`config.mk`:
```
export PLATFORM = sky130hd
export DESIGN_NAME = oversample_accum
export DESIGN_NICKNAME = d
export VERILOG_FILES = /design/src/rtl/ovs_pkg.sv /design/src/rtl/ovs_shift.sv /design/src/rtl/ovs_ctrl.sv /design/src/rtl/ovs_datapath.sv /design/src/rtl/oversample_accum.sv
export SDC_FILE = /design/constraint.sdc
export NUM_CORES = 1
export LEC_CHECK = 0
export ABC_AREA = 0
export ABC_CLOCK_PERIOD_IN_PS = 4400
export BUFFER_PORTS_ARGS = -buffer_cell sky130_fd_sc_hd__buf_2
export CELL_PAD_IN_SITES_DETAIL_PLACEMENT = 2
export CELL_PAD_IN_SITES_GLOBAL_PLACEMENT = 2
export CORE_MARGIN = 2
export CORE_UTILIZATION = 37
export DETAILED_ROUTE_END_ITERATION = 16
export MAX_ROUTING_LAYER = met4
export PLACE_DENSITY_LB_ADDON = 0.1
export SYNTH_ARGS = -nofsm -noshare
export SYNTH_HDL_FRONTEND = slang
export SYNTH_SLANG_ARGS = --single-unit
export TNS_END_PERCENT = 100
```
`constraint.sdc`:
```
create_clock -name clk -period 4.4 [get_ports clk]
set_clock_uncertainty 0.05 [all_clocks]
set_input_delay 0.88 -clock clk [delete_from_list [all_inputs] [get_ports clk]]
set_output_delay 0.88 -clock clk [all_outputs]
set_load 0.03 [all_outputs]
```
`src/rtl/ovs_pkg.sv`:
```
package ovs_pkg;

  // Strobes issued by the control to the datapath each cycle.
  typedef struct packed {
    logic clearAcc;   // discard partial sum (window restart)
    logic addSample;  // add the incoming sample, window continues
    logic latchSum;   // last sample: capture total, restart accumulator
  } ovs_strobe_t;

endpackage

```
`src/rtl/ovs_shift.sv`:
```
// Logarithmic right shifter: one mux stage per bit of the shift amount.
module ovs_shift #(
  parameter int IN_W  = 20,
  parameter int OUT_W = 12,
  parameter int SH_W  = 4
) (
  input  logic [IN_W-1:0]  din,
  input  logic [SH_W-1:0]  shAmt,
  output logic [OUT_W-1:0] dout
);

  logic [IN_W-1:0] stage [SH_W+1];

  assign stage[0] = din;

  generate
    for (genvar s = 0; s < SH_W; s++) begin : g_stage
      localparam int DIST = 1 << s;
      if (DIST >= IN_W) begin : g_clear
        assign stage[s+1] = shAmt[s] ? '0 : stage[s];
      end else begin : g_move
        assign stage[s+1] = shAmt[s] ? (stage[s] >> DIST) : stage[s];
      end
    end
  endgenerate

  assign dout = OUT_W'(stage[SH_W]);

endmodule

```
`src/rtl/ovs_ctrl.sv`:
```
// Window control: length register, sample counter, full flag, strobes.
module ovs_ctrl
  import ovs_pkg::*;
#(
  parameter int MAX_LOG2 = 8,
  parameter int LOG2_W   = 4,
  parameter int CNT_W    = 9
) (
  input  logic              clk,
  input  logic              rst,
  input  logic              sampleValid,
  input  logic              cfgWrite,
  input  logic [LOG2_W-1:0] cfgLog2,
  input  logic              readAck,
  output ovs_strobe_t       strobes,
  output logic [LOG2_W-1:0] curLog2,
  output logic              fullFlag
);

  localparam logic [LOG2_W-1:0] LOG2_MAX = LOG2_W'(MAX_LOG2);

  logic [LOG2_W-1:0] log2Reg;
  logic [LOG2_W-1:0] log2Clamped;
  logic [CNT_W-1:0]  sampleCnt;
  logic [CNT_W-1:0]  windowLast;
  logic              isLast;
  logic              takeSample;

  assign log2Clamped = (cfgLog2 > LOG2_MAX) ? LOG2_MAX : cfgLog2;
  assign windowLast  = (CNT_W'(1) << log2Reg) - CNT_W'(1);
  assign isLast      = (sampleCnt == windowLast);
  assign takeSample  = sampleValid && !cfgWrite;

  always_comb begin
    strobes           = '0;
    strobes.clearAcc  = cfgWrite;
    strobes.addSample = takeSample && !isLast;
    strobes.latchSum  = takeSample && isLast;
  end

  assign curLog2 = log2Reg;

  always_ff @(posedge clk) begin
    if (rst) begin
      log2Reg <= LOG2_MAX;
    end else if (cfgWrite) begin
      log2Reg <= log2Clamped;
    end
  end

  always_ff @(posedge clk) begin
    if (rst) begin
      sampleCnt <= '0;
    end else if (cfgWrite || strobes.latchSum) begin
      sampleCnt <= '0;
    end else if (strobes.addSample) begin
      sampleCnt <= sampleCnt + CNT_W'(1);
    end
  end

  // Completion has priority over acknowledge so a new result is never lost.
  always_ff @(posedge clk) begin
    if (rst) begin
      fullFlag <= 1'b0;
    end else if (strobes.latchSum) begin
      fullFlag <= 1'b1;
    end else if (readAck) begin
      fullFlag <= 1'b0;
    end
  end

  // the window length register never holds an illegal value
  p_log2_legal_r2: assert property (@(posedge clk) disable iff (rst)
    log2Reg <= LOG2_MAX);

  // the count never runs past the programmed window
  p_count_bound_r2: assert property (@(posedge clk) disable iff (rst)
    sampleCnt <= windowLast);

  // a completed window raises the flag on the next cycle
  p_full_set_r3: assert property (@(posedge clk) disable iff (rst)
    strobes.latchSum |=> fullFlag);

  // an acknowledge without a completion drops the flag
  p_ack_clear_r5: assert property (@(posedge clk) disable iff (rst)
    (readAck && !strobes.latchSum) |=> !fullFlag);

  // the flag never rises without a completion
  p_full_cause_r5: assert property (@(posedge clk) disable iff (rst)
    (!fullFlag && !strobes.latchSum) |=> !fullFlag);

  // a configuration write restarts the count
  p_cfg_restart_r8: assert property (@(posedge clk) disable iff (rst)
    cfgWrite |=> (sampleCnt == '0));

endmodule

```
`src/rtl/ovs_datapath.sv`:
```
// Accumulator, captured sum and the two scaled views.
module ovs_datapath
  import ovs_pkg::*;
#(
  parameter int SAMPLE_W = 12,
  parameter int ACC_W    = 20,
  parameter int ENH_W    = 16,
  parameter int LOG2_W   = 4
) (
  input  logic                clk,
  input  logic                rst,
  input  ovs_strobe_t         strobes,
  input  logic [SAMPLE_W-1:0] sampleData,
  input  logic [LOG2_W-1:0]   curLog2,
  output logic [ACC_W-1:0]    sumOut,
  output logic [SAMPLE_W-1:0] avgOut,
  output logic [ENH_W-1:0]    enhOut
);

  logic [ACC_W-1:0]  acc;
  logic [ACC_W-1:0]  accPlus;
  logic [ACC_W-1:0]  sumReg;
  logic [LOG2_W-1:0] sumLog2;
  logic [LOG2_W-1:0] enhShift;

  assign accPlus = acc + ACC_W'(sampleData);

  always_ff @(posedge clk) begin
    if (rst) begin
      acc <= '0;
    end else if (strobes.clearAcc || strobes.latchSum) begin
      acc <= '0;
    end else if (strobes.addSample) begin
      acc <= accPlus;
    end
  end

  // The window length is captured with the sum so later writes do not
  // rescale a result that is still waiting to be read.
  always_ff @(posedge clk) begin
    if (rst) begin
      sumReg  <= '0;
      sumLog2 <= '0;
    end else if (strobes.latchSum) begin
      sumReg  <= accPlus;
      sumLog2 <= curLog2;
    end
  end

  assign enhShift = sumLog2 >> 1;

  ovs_shift #(
    .IN_W (ACC_W),
    .OUT_W(SAMPLE_W),
    .SH_W (LOG2_W)
  ) u_avgShift (
    .din  (sumReg),
    .shAmt(sumLog2),
    .dout (avgOut)
  );

  ovs_shift #(
    .IN_W (ACC_W),
    .OUT_W(ENH_W),
    .SH_W (LOG2_W)
  ) u_enhShift (
    .din  (sumReg),
    .shAmt(enhShift),
    .dout (enhOut)
  );

  assign sumOut = sumReg;

  // a completed window leaves the accumulator empty
  p_window_restart_r4: assert property (@(posedge clk) disable iff (rst)
    strobes.latchSum |=> (acc == '0));

  // a restart discards the partial sum
  p_clear_zero_r8: assert property (@(posedge clk) disable iff (rst)
    strobes.clearAcc |=> (acc == '0));

  // the captured sum holds between completions
  p_sum_hold_r9: assert property (@(posedge clk) disable iff (rst)
    !strobes.latchSum |=> $stable(sumReg));

  // idle cycles leave the accumulator untouched
  p_idle_hold_r9: assert property (@(posedge clk) disable iff (rst)
    (strobes == '0) |=> $stable(acc));

  // at most one datapath action per cycle
  p_one_action_r3: assert property (@(posedge clk) disable iff (rst)
    $onehot0({strobes.addSample, strobes.latchSum}));

endmodule

```
`src/rtl/oversample_accum.sv`:
```
// Top: oversampling accumulate-and-dump filter.
module oversample_accum
  import ovs_pkg::*;
#(
  parameter int SAMPLE_W = 12,
  parameter int MAX_LOG2 = 8,
  localparam int LOG2_W  = $clog2(MAX_LOG2 + 1),
  localparam int ACC_W   = SAMPLE_W + MAX_LOG2,
  localparam int ENH_W   = SAMPLE_W + MAX_LOG2 / 2,
  localparam int CNT_W   = MAX_LOG2 + 1
) (
  input  logic                clk,
  input  logic                rst,
  input  logic                sampleValid,
  input  logic [SAMPLE_W-1:0] sampleData,
  input  logic                cfgWrite,
  input  logic [LOG2_W-1:0]   cfgLog2,
  input  logic                readAck,
  output logic                fullFlag,
  output logic [ACC_W-1:0]    sumOut,
  output logic [SAMPLE_W-1:0] avgOut,
  output logic [ENH_W-1:0]    enhOut
);

  ovs_strobe_t       strobes;
  logic [LOG2_W-1:0] curLog2;

  ovs_ctrl #(
    .MAX_LOG2(MAX_LOG2),
    .LOG2_W  (LOG2_W),
    .CNT_W   (CNT_W)
  ) u_ctrl (
    .clk        (clk),
    .rst        (rst),
    .sampleValid(sampleValid),
    .cfgWrite   (cfgWrite),
    .cfgLog2    (cfgLog2),
    .readAck    (readAck),
    .strobes    (strobes),
    .curLog2    (curLog2),
    .fullFlag   (fullFlag)
  );

  ovs_datapath #(
    .SAMPLE_W(SAMPLE_W),
    .ACC_W   (ACC_W),
    .ENH_W   (ENH_W),
    .LOG2_W  (LOG2_W)
  ) u_dp (
    .clk       (clk),
    .rst       (rst),
    .strobes   (strobes),
    .sampleData(sampleData),
    .curLog2   (curLog2),
    .sumOut    (sumOut),
    .avgOut    (avgOut),
    .enhOut    (enhOut)
  );

endmodule

```
==> metrics.cfg <==
[detailed_routing]
first_pass_iters=6
avgRoutedWirePerCell_um=20.5
initialDrtViolationCount=189
wirelength_mm=15.4
antenna_left=0
drc=0
num_vias=4426
viasPerCell=5.90

[timing]
fin_crit_ns=3.69
fmax_ghz=0.271
tightest_slew_ns=1.03
setup_tns_ns=0
hold_violations=0
worst_slack_ns=0.715
max_slew_margin=0.310
setup_violations=0
slew_viol_final=0
rsz0062_at_grt=false
finalCritPeriodShare=0.838

[setup_path]
startpoint=u_dp.sumLog2[0]$_SDFFE_PP0P_
cp.required_ns=3.47
worst-setup-path-type=reg2out
arrival_ns=2.76
r2r-end=u_dp.sumOut[9]$_SDFFE_PP0P_
rr_startpoint=u_ctrl.curLog2[3]$_SDFFE_PP1P_
reg2reg_depth=9
rrSetupSlack_ns=0.77
critPathCaptureType=output port
critPathLaunchType=flip-flop
path_max_fanout=19

[placed_design]
port_buffers=69
dp_hpwl_mm=11.0
gp_congestion=0.817
place_ws_ns=0.742

[floorplanning]
ioPinCount=70
die_width_um=115
die_area_um2=13200
core_um2=12000
start_util=0.379
die_h_um=115
placementRows=40

[clock_tree]
cts_tree=done
post_cts_buffers=0
numCtsBuffers=9
insertion_delay_ns=0.34
post_cts_resized=0
clk_path_buf_depth=2
clk_pin_slew_worst_paths_ns=0.06
postCtsHoldBufs=0
clock-sinks=58
cts_root_buffer=clkbuf_16
h-tree-depth=3

[synthesis]
synth.ff_latch_count=58
synthArstFlopShare=0
synth.area.top_cells=dfxtp_1, mux4_2, a21oi_1
synth-edff-count=0
ys_warn_count=0
synth_top_area_frac=0.255
yosysUniqueCellTypes=62
ys_seq_area_frac=0.255
synth_commonest_cells=nand2_1, a21oi_1, dfxtp_1
ys.flop_type=dfxtp_1
yosysTopAreaCell=dfxtp_1
synth_cells=547
syn_area_per_cell_um2=8.31
synth.most_common_cell=nand2_1
synth_area_um2=4550
syn_nets=583

[power_and_ir_drop]
fin_total_pwr_w=0.00149
vdd_drop_max_uv=284
leakagePower_nw=2.10
power_density_nw_per_um2=281

[final_layout]
drive_above_1_share=0.229
register_area_um2=1160
syn2layout_area_growth_pct=16.5
multi_input_area_um2=3160
fillerInstances=1384
nets=634
antennaDiodeCount=0

[hold_path]
min-delay-start=u_dp.acc[10]$_SDFFE_PP0P_
hold_path.class=reg2reg
min_to=u_dp.acc[10]$_SDFFE_PP0P_
holdPathStages=2

[run]
max_cap_viol_count=0

[global_routing]
grt_max_degree=46
antenna_found_initial=0
overflow=0
grt_util_all_layers=0.250
first_global_vias=4722
grt_pass1_wl_mm=25.3

[outcome]
outcome=completed

## cells by family (layout without fill, tap and decap cells)
kind of cell / count (synthesis) / in the layout / share of synthesized area
and+or+nand+nor: 191 / 191 / 0.209
muxes: 54 / 54 / 0.173
adders and majority gates: 15 / 15 / 0.0429
buffers and inverters: 47 / 103 / 0.0498
xor gates and xnor gates: 23 / 23 / 0.0484
AOI/OAI and AO/OA: 159 / 159 / 0.221
DFF: 58 / 58 / 0.255
## routing by layer
layer  vias to the layer above  global-route usage  share of wire
met3                         8              0.0385          0.037
met4                         0              0.0586         0.0068
met2                        85               0.417           0.49
met1                      2232               0.319           0.46
met5                         -                   -              0
li1                       2101                   -              -
## final cells by class
cell class | instances | area share
Multi-Input combinational cell | 442 | 0.596
Sequential cell | 58 | 0.219
Timing Repair Buffer | 77 | 0.0765
Tap cell | 147 | 0.0347
Clock inverter | 7 | 0.0236
Inverter | 10 | 0.00708
Clock buffer | 9 | 0.0425
## how the worst max path moves through the flow
| stage | slack (ns) | end | cells after the start |
|---|---|---|---|
| 6_report | 0.71 | avgOut[4] | 5 |
| 5_1_grt | 0.46 | avgOut[0] | 5 |
| 4_1_cts | 0.63 | avgOut[0] | 5 |
| 3_5_place_dp | 0.74 | u_dp.sumOut[3]$_SDFFE_PP0P_ | 9 |
| 3_3_place_gp | 0.99 | u_dp.sumOut[6]$_SDFFE_PP0P_ | 9 |
| 2_1_floorplan | 1.32 | enhOut[14] | 5 |
## stage by stage
stage | hold slack (ns) | area (um2) | std cells | utilization
2_1_floorplan | 0.390 | 4550 | 547 | -
3_3_place_gp | 0.396 | 4950 | 734 | 0.412
3_5_place_dp | 0.416 | 4950 | 734 | 0.412
4_1_cts | 0.423 | 5300 | 750 | 0.441
5_1_grt | 0.441 | 5300 | 750 | 0.441
6_report | 0.416 | 5300 | 750 | 0.441
## sequential cells by signal, indices dropped and copies added, names as in the netlist
signal            count
u_ctrl.sampleCnt      9
u_dp.sumOut          20
u_ctrl.fullFlag       1
u_dp.sumLog2          4
u_ctrl.curLog2        4
u_dp.acc             20
## cells in the final DEF (no fill, tap or decap), drive strengths merged, types with 9 or more instances in the layout
cell,instances
xor2,14
xnor2,9
buf,77
inv,10
a21oi,64
nor2b,14
ha,14
clkbuf,9
nand2,81
nand3,11
nor2,34
mux4,19
mux2i,27
dfxtp,58
o21ai,34
or3,9
a211oi,17
## worst max-delay path, stage by stage, from the launching register on
cell	delay (ns)
dfxtp_1	1.00
mux4_2	0.63
nor2b_1	0.15
a211oi_1	0.36
a21oi_1	0.08
buf_2	0.19
## power by group
part,internal (W),total (W),leakage [nW],switching (W)
logic,0.0000446,0.000119,1.46,0.0000747
registers,0.000530,0.000539,0.469,0.00000826
clock network,0.000557,0.000829,0.170,0.000271
total,0.00113,0.00149,2.10,0.000354
No activity file was read; power rests on OpenSTA's default activity.
